===== config.mk =====
export PLATFORM = sky130hd
export DESIGN_NAME = periph_irq_block
export DESIGN_NICKNAME = d
export VERILOG_FILES = /design/src/rtl/pirq_pkg.sv /design/src/rtl/pirq_sync.sv /design/src/rtl/pirq_detect.sv /design/src/rtl/pirq_regs.sv /design/src/rtl/periph_irq_block.sv
export SDC_FILE = /design/constraint.sdc
export NUM_CORES = 1
export LEC_CHECK = 0
export BUFFER_PORTS_ARGS = -buffer_cell sky130_fd_sc_hd__buf_2
export CAP_MARGIN = 0
export CELL_PAD_IN_SITES_DETAIL_PLACEMENT = 0
export CELL_PAD_IN_SITES_GLOBAL_PLACEMENT = 1
export CORE_ASPECT_RATIO = 1.25
export CORE_UTILIZATION = 44
export CTS_BUF_LIST = sky130_fd_sc_hd__clkbuf_2 sky130_fd_sc_hd__clkbuf_4 sky130_fd_sc_hd__clkbuf_8
export CTS_CLUSTER_SIZE = 24
export DETAILED_ROUTE_END_ITERATION = 16
export PLACE_DENSITY = 0.86
export SYNTH_ARGS = -nofsm -noshare
export SYNTH_HDL_FRONTEND = slang
export SYNTH_SLANG_ARGS = --single-unit
export TNS_END_PERCENT = 50

===== constraint.sdc =====
create_clock -name clk -period 2.29 [get_ports clk]
set_clock_uncertainty 0.05 [all_clocks]
set_input_delay 0.1145 -clock clk [delete_from_list [all_inputs] [get_ports clk]]
set_output_delay 0.1145 -clock clk [all_outputs]
set_load 0.05 [all_outputs]

===== src/rtl/pirq_pkg.sv =====
package pirq_pkg;
  localparam int LINES = 8;
  localparam logic [7:0] OFS_RT    = 8'h10;
  localparam logic [7:0] OFS_TYPE  = 8'h11;
  localparam logic [7:0] OFS_POLHI = 8'h12;
  localparam logic [7:0] OFS_POLLO = 8'h13;
  localparam logic [7:0] OFS_LCLR  = 8'h14;
  localparam logic [7:0] OFS_ENSET = 8'h15;
  localparam logic [7:0] OFS_ENCLR = 8'h16;
  localparam logic [7:0] OFS_GAP   = 8'h17;
  localparam logic [7:0] OFS_LSTS  = 8'h18;
endpackage


===== src/rtl/pirq_sync.sv =====
module pirq_sync #(
  parameter int W      = 8,
  parameter int STAGES = 2
) (
  input  logic         clk,
  input  logic         rst_n,
  input  logic [W-1:0] d_i,
  output logic [W-1:0] q_o
);
  logic [W-1:0] chain_q [STAGES];
  logic [W-1:0] chain_d [STAGES];

  for (genvar s = 0; s < STAGES; s++) begin : g_stage
    if (s == 0) begin : g_head
      assign chain_d[s] = d_i;
    end else begin : g_tail
      assign chain_d[s] = chain_q[s-1];
    end
    always_ff @(posedge clk or negedge rst_n) begin
      if (!rst_n) chain_q[s] <= '0;
      else        chain_q[s] <= chain_d[s];
    end
  end

  assign q_o = chain_q[STAGES-1];
endmodule


===== src/rtl/pirq_detect.sv =====
module pirq_detect #(
  parameter int W = 8
) (
  input  logic         clk,
  input  logic         rst_n,
  input  logic [W-1:0] sync_i,
  input  logic [W-1:0] edge_i,
  input  logic [W-1:0] hi_i,
  input  logic [W-1:0] lo_i,
  input  logic [W-1:0] en_i,
  input  logic [W-1:0] clr_i,
  output logic [W-1:0] lat_o,
  output logic [W-1:0] rt_o
);
  logic [W-1:0] prev_q;
  logic [W-1:0] lat_q, lat_d;
  logic [W-1:0] evt;

  for (genvar i = 0; i < W; i++) begin : g_line
    logic rise, fall, lvl;
    assign rise   = sync_i[i] & ~prev_q[i];
    assign fall   = ~sync_i[i] & prev_q[i];
    assign lvl    = ~(sync_i[i] ^ hi_i[i]);
    assign rt_o[i] = lvl;
    assign evt[i] = edge_i[i] ? ((hi_i[i] & rise) | (lo_i[i] & fall)) : lvl;
  end

  always_comb begin
    lat_d = (lat_q | (evt & en_i)) & ~clr_i;
  end

  always_ff @(posedge clk or negedge rst_n) begin
    if (!rst_n) begin
      prev_q <= '0;
      lat_q  <= '0;
    end else begin
      prev_q <= sync_i;
      lat_q  <= lat_d;
    end
  end

  assign lat_o = lat_q;


  lat_clear_chk: assert property (@(posedge clk) disable iff (!rst_n)
    (|clr_i) |=> ((lat_q & $past(clr_i)) == '0));


  lat_enabled_only_chk: assert property (@(posedge clk) disable iff (!rst_n)
    1'b1 |=> ((lat_q & ~$past(lat_q) & ~$past(en_i)) == '0));
endmodule


===== src/rtl/pirq_regs.sv =====
module pirq_regs
  import pirq_pkg::*;
#(
  parameter int W  = 8,
  parameter int AW = 8
) (
  input  logic          clk,
  input  logic          rst_n,
  input  logic [AW-1:0] reg_addr,
  input  logic [W-1:0]  reg_wdata,
  input  logic          reg_wr,
  input  logic          acc_first,
  input  logic          reg_rd,
  input  logic [W-1:0]  rt_i,
  input  logic [W-1:0]  lat_i,
  output logic [W-1:0]  rdata_o,
  output logic [W-1:0]  type_o,
  output logic [W-1:0]  hi_o,
  output logic [W-1:0]  lo_o,
  output logic [W-1:0]  en_o,
  output logic [W-1:0]  clr_o
);
  logic [AW-1:0] ptr_q, ptr_d, wr_addr;
  logic [W-1:0]  type_q, type_d, hi_q, hi_d, lo_q, lo_d, en_q, en_d;
  logic [W-1:0]  rdata_q, rd_sel;

  assign wr_addr = acc_first ? reg_addr : AW'(ptr_q + 1'b1);

  always_comb begin
    ptr_d  = ptr_q;
    type_d = type_q;
    hi_d   = hi_q;
    lo_d   = lo_q;
    en_d   = en_q;
    clr_o  = '0;
    if (reg_wr) begin
      ptr_d = wr_addr;
      if (wr_addr == AW'(OFS_TYPE))  type_d = reg_wdata;
      if (wr_addr == AW'(OFS_POLHI)) hi_d   = reg_wdata;
      if (wr_addr == AW'(OFS_POLLO)) lo_d   = reg_wdata;
      if (wr_addr == AW'(OFS_ENSET)) en_d   = en_q | reg_wdata;
      if (wr_addr == AW'(OFS_ENCLR)) en_d   = en_q & ~reg_wdata;
      if (wr_addr == AW'(OFS_LCLR))  clr_o  = reg_wdata;
    end
  end

  always_comb begin
    rd_sel = '0;
    if (reg_addr == AW'(OFS_RT))    rd_sel = rt_i;
    if (reg_addr == AW'(OFS_TYPE))  rd_sel = type_q;
    if (reg_addr == AW'(OFS_POLHI)) rd_sel = hi_q;
    if (reg_addr == AW'(OFS_POLLO)) rd_sel = lo_q;
    if (reg_addr == AW'(OFS_ENSET)) rd_sel = en_q;
    if (reg_addr == AW'(OFS_ENCLR)) rd_sel = en_q;
    if (reg_addr == AW'(OFS_LSTS))  rd_sel = lat_i;
  end

  always_ff @(posedge clk or negedge rst_n) begin
    if (!rst_n) begin
      ptr_q   <= '0;
      type_q  <= '0;
      hi_q    <= '0;
      lo_q    <= '0;
      en_q    <= '0;
      rdata_q <= '0;
    end else begin
      ptr_q  <= ptr_d;
      type_q <= type_d;
      hi_q   <= hi_d;
      lo_q   <= lo_d;
      en_q   <= en_d;
      if (reg_rd) rdata_q <= rd_sel;
    end
  end

  assign rdata_o = rdata_q;
  assign type_o  = type_q;
  assign hi_o    = hi_q;
  assign lo_o    = lo_q;
  assign en_o    = en_q;


  en_set_chk: assert property (@(posedge clk) disable iff (!rst_n)
    (reg_wr && wr_addr == AW'(OFS_ENSET)) |=> ((en_q & $past(reg_wdata)) == $past(reg_wdata)));


  rdata_hold_chk: assert property (@(posedge clk) disable iff (!rst_n)
    !reg_rd |=> $stable(rdata_o));


  gap_read_chk: assert property (@(posedge clk) disable iff (!rst_n)
    (reg_rd && reg_addr == AW'(OFS_GAP)) |=> (rdata_o == '0));
endmodule


===== src/rtl/periph_irq_block.sv =====
module periph_irq_block
  import pirq_pkg::*;
#(
  parameter int SYNC_STAGES = 2,
  parameter int AW          = 8
) (
  input  logic             clk,
  input  logic             rst_n,
  input  logic [LINES-1:0] irq_raw,
  input  logic [AW-1:0]    reg_addr,
  input  logic [LINES-1:0] reg_wdata,
  input  logic             reg_wr,
  input  logic             acc_first,
  input  logic             reg_rd,
  output logic [LINES-1:0] reg_rdata,
  output logic             irq_out
);
  logic [1:0]       rst_pipe_q;
  logic             rst_int_n;
  logic [LINES-1:0] sync_v, type_v, hi_v, lo_v, en_v, clr_v, lat_v, rt_v;

  always_ff @(posedge clk or negedge rst_n) begin
    if (!rst_n) rst_pipe_q <= '0;
    else        rst_pipe_q <= {rst_pipe_q[0], 1'b1};
  end
  assign rst_int_n = rst_pipe_q[1];

  pirq_sync #(.W(LINES), .STAGES(SYNC_STAGES)) u_sync (
    .clk(clk), .rst_n(rst_int_n), .d_i(irq_raw), .q_o(sync_v)
  );

  pirq_detect #(.W(LINES)) u_detect (
    .clk(clk), .rst_n(rst_int_n), .sync_i(sync_v), .edge_i(type_v),
    .hi_i(hi_v), .lo_i(lo_v), .en_i(en_v), .clr_i(clr_v),
    .lat_o(lat_v), .rt_o(rt_v)
  );

  pirq_regs #(.W(LINES), .AW(AW)) u_regs (
    .clk(clk), .rst_n(rst_int_n), .reg_addr(reg_addr), .reg_wdata(reg_wdata),
    .reg_wr(reg_wr), .acc_first(acc_first), .reg_rd(reg_rd),
    .rt_i(rt_v), .lat_i(lat_v), .rdata_o(reg_rdata),
    .type_o(type_v), .hi_o(hi_v), .lo_o(lo_v), .en_o(en_v), .clr_o(clr_v)
  );

  assign irq_out = |(lat_v & en_v);


  irq_source_chk: assert property (@(posedge clk) disable iff (!rst_int_n)
    $rose(irq_out) |-> (|lat_v));
endmodule


==> flow_summary.json, run 1 <==
{
  "regArea_um2": 2060,
  "tns_ns": 0,
  "setup_viol": 0,
  "synth_ff_type": "dfrtp_1",
  "crit_type": "register to register",
  "clk_path_buf_depth": 2,
  "drv_cap": 0,
  "endpoint_kind": "register",
  "die_y_um": 106,
  "grt_use_total_pct": 20.5,
  "start_kind": "register",
  "syn_to_final_growth_pct": 26.2,
  "rsz0062_at_grt": "yes",
  "fillCellCount": 713,
  "synth_compound_area_share_pct": 15.6,
  "path_max_fanout": 8,
  "cts_tree": "done",
  "grt_pass1_wl_um": 14300,
  "multi_input_area_um2": 1800,
  "worst_pin_slew_ns": 0.653,
  "slew_headroom_pct": 56.5,
  "synth_area_leader_cell": "dfrtp_1",
  "slew_violations": 0,
  "die_x_um": 85.6,
  "dr.pass1.iters": 4,
  "muxShareOfSynthArea_pct": 12.4,
  "final_cells": 529,
  "overflow": 0,
  "synthAdderAreaFrac_pct": 0.326,
  "peakVddDrop_mv": 0.335,
  "cts_made_buffers": 9,
  "finalPower_mw": 3.65,
  "drt-total-wl_um": 8690,
  "worst-r2r-cell-count": 9,
  "clock-sinks": 82,
  "dieArea_um2": 9110,
  "syn_area_per_cell_um2": 10.9,
  "ys_async_sr_fraction_pct": 100,
  "antenna_found_initial": 0,
  "htreeDepth": 3,
  "place_ws_ns": -0.0400,
  "cts.root.buffer_cell": "clkbuf_8",
  "wire_per_inst_um": 16.4,
  "synth-edff-count": 0,
  "clk_pin_slew_ns": 0.09,
  "r2r_slack_ns": 0.005,
  "p_leak_nw": 2.18,
  "hold_class": "input pin to asynchronous set/reset pin",
  "synth_top_family_by_area": "compound AO/OA/AOI/OAI gates",
  "drc_errors": 0,
  "synth_xor_area_share_pct": 2.96,
  "fmax_ghz": 0.438,
  "hold_viol_final": 0,
  "ios": 38,
  "layout_commonest_cell": "dfrtp_1",
  "synth_seq_cells": 82,
  "arrival_ns": 2.47,
  "reg2reg_from": "u_regs.ptr_q[1]",
  "setup_ws_ns": 0.00511,
  "syn_nets": 381,
  "floorplan.initialDensity_pct": 46.1,
  "coreArea_um2": 8330,
  "postRouteAntennaNets": 0,
  "status": "finished, final reports clean",
  "final_cell_mix": "dfrtp_1, buf_2, a21oi_1, o21ai_0",
  "synth_warnings": 0,
  "ys_types": 46,
  "io_buffers": 37,
  "drive_gt1_share_pct": 29.6,
  "synth_area_leaders": "dfrtp_1, mux2_2, a21oi_1, o21ai_0, mux2i_1",
  "netlist_area_um2": 3840,
  "clk-insertion-delay-late_ns": 0.36,
  "grt_start_max_net_pins": 52,
  "yosys.area.top_type_share_pct": 53.4,
  "crit_required_ns": 2.48,
  "post-route-min-period_ns": 2.28,
  "hpwl_um": 5970,
  "gp_congestion": 0.799,
  "pwr_density_cell_nw_per_um2": 753,
  "period_share_pct": 99.8,
  "num_rows": 37,
  "postSynthCellCount": 351,
  "yosys.area_share.simple_pct": 12.3,
  "antennaDiodeCount": 0,
  "drt_iter0_drc": 166,
  "dp_cells": 490,
  "grt_pass1_vias": 2930,
  "yosysSeqAreaShare_pct": 53.4,
  "fin_nets": 457,
  "vias": 2937,
  "r2r-end": "u_regs.type_o[2]",
  "viasPerCell": 5.55
}
power by group:
group	switching [mW]	internal, mW	leakage, nW
combinational	0.376	0.356	1.05
clock	0.535	0.630	0.110
sequential	0.162	1.59	1.02
cell usage after synthesis, types with 2 or more instances:
master / count
nand3_1: 13
a31oi_1: 8
dfrtp_1: 82
a21oi_1: 31
inv_1: 11
a21o_1: 2
nand4_1: 11
o21ai_1: 2
nand2b_1: 2
o22ai_1: 12
mux2_2: 32
xnor2_1: 4
clkbuf_1: 8
nor2_1: 23
mux2i_1: 9
a22oi_1: 4
o21ai_0: 25
o211ai_1: 8
buf_1: 2
buf_2: 3
xor2_1: 9
and3_1: 4
nor4_4: 2
nand2_1: 22
worst max path at each step:
stage                     from               end
3_5_place_dp   u_regs.ptr_q[0]    u_regs.hi_o[6]
5_1_grt        u_regs.ptr_q[0]    u_regs.lo_o[7]
4_1_cts        u_regs.ptr_q[1]    u_regs.hi_o[2]
3_3_place_gp   u_regs.ptr_q[0]    u_regs.hi_o[5]
6_report       u_regs.ptr_q[1]  u_regs.type_o[2]
2_1_floorplan  u_regs.ptr_q[0]    u_regs.lo_o[0]
per-layer routing:
layer	vias to the layer above	track usage (%)	wire length (µm)
met5	-	0	0
li1	1433	-	-
met1	1428	26.3	4010
met3	12	2.87	280
met2	64	34.7	4260
met4	0	7.98	136
final cells by class:
class / instances / share of cell area, %
Clock buffer: 10 / 2.71
Clock inverter: 6 / 1.86
Inverter: 11 / 0.852
Multi-Input combinational cell: 243 / 37.0
Sequential cell: 82 / 42.4
Tap cell: 97 / 2.50
Timing Repair Buffer: 80 / 12.6
stage by stage:
stage	utilization, %	hold slack, ns	area [µm²]
detailed placement	51.2	-0.148	4270
floorplan	-	-0.231	3840
CTS	57.2	0.00425	4770
global placement	51.2	-0.150	4270
finish	58.2	0.0118	4850
global route	58.2	0.00421	4850
state kept, by name, indices dropped and copies added (netlist names), named ones only:
name / cells
u_detect.lat_o: 8
u_detect.prev_q: 8
u_regs.hi_o: 8
u_regs.lo_o: 8
u_regs.ptr_q: 8
u_regs.rdata_o: 8
u_regs.type_o: 8
u_sync.chain_d: 8
u_sync.q_o: 8
rst_pipe_q: 2
cells by family (layout without fill, tap and decap cells):
group	Yosys count	after routing
compound gates	99	99
xor+xnor	13	13
fa+ha+maj	1	1
buf+inv	26	107
flops	82	82
mux	43	43
other cells	1	1
simple gates	86	86
critical path, stage by stage, from the launching register on:
cell	delay (ns)
dfrtp_1	0.42
ha_2	0.19
and3_4	0.19
xnor2_2	0.13
o2bb2ai_2	0.16
o2111ai_4	0.18
buf_12	0.17
nor3_4	0.20
buf_12	0.17
mux2_4	0.30
what timing repair did:
item                                   in CTS  in global routing
resized for setup                          16                 18
pin swaps                                   5                  5
setup buffers                               3                  2
endpoints found under the hold margin      19                  0
gates cloned                                0                  0
hold buffers                               18                  0
setup endpoints to repair                  24                 29
Note: power is estimated with default switching activity, not from simulation.
==> run 2: changes to the inputs <==
--- a/config.mk
+++ b/config.mk
@@ -11,7 +11,7 @@
 export CELL_PAD_IN_SITES_GLOBAL_PLACEMENT = 1
 export CORE_ASPECT_RATIO = 1.25
 export CORE_UTILIZATION = 44
-export CTS_BUF_LIST = sky130_fd_sc_hd__clkbuf_2 sky130_fd_sc_hd__clkbuf_4 sky130_fd_sc_hd__clkbuf_8
+export CTS_BUF_LIST = sky130_fd_sc_hd__clkbuf_4
 export CTS_CLUSTER_SIZE = 24
 export DETAILED_ROUTE_END_ITERATION = 16
 export PLACE_DENSITY = 0.86
==> run 2 against run 1 <==
- final cell count is 0.95% higher
- sequential power hardly changed
- clock power is 17% lower
- total power is 5.0% lower
- die area stayed put
- final area is 0.13% lower
- sequential share of layout area is 0.055 points higher
- worst hold slack better by 0.027 ns
- register-to-register slack worse by 0.02 ns
- the flow now finishes with violations (setup timing)
- non-clock buffer count is 5 higher
- utilization is 0.075 points lower
- first-iteration DRC count is 7.2% higher
==> flow_summary.json, run 2 (synthesized netlist as in run 1, its figures left out) <==
{
  "dpl_cell_area_um2": 4270,
  "vias": 2967,
  "post-route-min-period_ns": 2.30,
  "dp_cells": 490,
  "die_x_um": 85.6,
  "drc_errors": 0,
  "dr.pass1.iters": 5,
  "cts_tree": "done",
  "drt-total-wl_um": 8780,
  "slew_violations": 0,
  "clock-sinks": 82,
  "grt_pass1_vias": 2942,
  "worst_pin_slew_ns": 0.671,
  "htreeDepth": 3,
  "antennaDiodeCount": 0,
  "rsz0062_at_grt": "yes",
  "fin_nets": 462,
  "drive_gt1_share_pct": 29.3,
  "die_y_um": 106,
  "cts_made_buffers": 9,
  "place_ws_ns": -0.0400,
  "slew_headroom_pct": 55.3,
  "setup_ws_ns": -0.0132,
  "arrival_ns": 2.56,
  "grt_use_total_pct": 20.6,
  "antenna_found_initial": 0,
  "viasPerCell": 5.56,
  "start_kind": "register",
  "p_leak_nw": 2.17,
  "hold_viol_final": 0,
  "violations": "setup timing",
  "switching_share_pct": 30.5,
  "combPwrFrac_pct": 21.3,
  "period_share_pct": 101,
  "grt_start_max_net_pins": 52,
  "clk_pin_slew_ns": 0.14,
  "dieArea_um2": 9110,
  "final_cell_mix": "dfrtp_1, buf_2, a21oi_1, o21ai_0",
  "io_buffers": 37,
  "final_util_pct": 58.1,
  "grt_pass1_wl_um": 14400,
  "pwr_density_cell_nw_per_um2": 716,
  "ios": 38,
  "cts.root.buffer_cell": "clkbuf_4",
  "layout_commonest_cell": "dfrtp_1",
  "hold_class": "input pin to register",
  "finalPower_mw": 3.47,
  "clk_path_buf_depth": 2,
  "coreArea_um2": 8330,
  "hpwl_um": 5970,
  "postRouteAntennaNets": 0,
  "drv_cap": 0,
  "clk-insertion-delay-late_ns": 0.43,
  "fillCellCount": 718,
  "overflow": 0,
  "setup_viol": 7,
  "syn_to_final_growth_pct": 26.0,
  "endpoint_kind": "register",
  "num_rows": 37,
  "p_int_mw": 2.41,
  "crit_type": "register to register",
  "crit_required_ns": 2.55,
  "wire_per_inst_um": 16.4,
  "seqPwrFrac_pct": 50.6,
  "gp_congestion": 0.799,
  "fmax_ghz": 0.434,
  "floorplan.initialDensity_pct": 46.1,
  "p_switching_mw": 1.06,
  "r2r_slack_ns": -0.01,
  "drt_iter0_drc": 178,
  "peakVddDrop_mv": 0.444,
  "clock_power_share_pct": 28.1,
  "status": "finished, violations left",
  "final_cells": 534,
  "path_max_fanout": 8,
  "stdcell_area_um2": 4840
}
-- run 2: cell count changes in the layout (fill, tap and decap cells not counted), sizes merged --
cell,delta
dlygate4sd3,+5
-- run 2: power groups by stage --
| stage | registers [mW] | logic (mW) | clock network [mW] |
|---|---|---|---|
| 4_1_cts | 1.74 | 0.709 | 1.00 |
| 2_1_floorplan | 1.74 | 0.444 | 0 |
| 3_5_place_dp | 1.77 | 0.643 | 0 |
| 5_1_grt | 1.78 | 0.809 | 1.05 |
| 3_3_place_gp | 1.76 | 0.630 | 0 |
| 6_report | 1.75 | 0.740 | 0.974 |
-- run 2: worst paths after layout --
path                                      start            endpoint  cells after the start
worst min-delay path                  acc_first     u_regs.ptr_q[7]                      3
max in group asynchronous         rst_pipe_q[1]      u_regs.lo_o[7]                      1
worst max register to register  u_regs.ptr_q[1]    u_regs.type_o[2]                      9
worst max-delay path            u_regs.ptr_q[1]    u_regs.type_o[2]                      9
min in group asynchronous         rst_pipe_q[1]  u_detect.prev_q[0]                      0
worst min register to register    rst_pipe_q[1]  u_detect.prev_q[0]                      0
-- run 2: what timing repair did --
item	4_1_cts	5_1_grt
pin swaps	5	5
buffers inserted	3	2
endpoints found under the hold margin	51	0
endpoints found under the setup margin	24	30
resized for setup	15	19
hold buffers	23	0
-- run 2: cell type report --
type	instances	area [µm²]	area share (%)
well taps	97	121	2.51
flip-flops and latches	82	2060	42.5
repair buffers	85	661	13.6
inverters	11	41.3	0.853
clock inverters	6	90.1	1.86
multi-input cells	243	1800	37.1
clock buffers	10	75.1	1.55
-- run 2: routing by layer --
| metal | track usage [%] | part of all wire, % |
|---|---|---|
| met1 | 26.7 | 46 |
| met2 | 34.5 | 49 |
| met3 | 2.41 | 3.0 |
| met4 | 8.93 | 2.0 |
| met5 | 0 | 0 |
-- run 2: critical path, cell delays in order, from the launching register on --
cell and delay (ns):
dfrtp_1 0.44, ha_2 0.19, and3_4 0.19, xnor2_2 0.13, o2bb2ai_2 0.16, o2111ai_4 0.18, buf_12 0.17, nor3_4 0.20
buf_12 0.17, mux2_4 0.30
-- run 2: through the flow --
step                setup TNS (ns)  hold WS, ns
global placement                 0       -0.150
detailed placement          -0.346       -0.148
finish                     -0.0455       0.0391
CTS                         -0.574       0.0143
global route                 -1.61       0.0471
floorplan                        0       -0.231
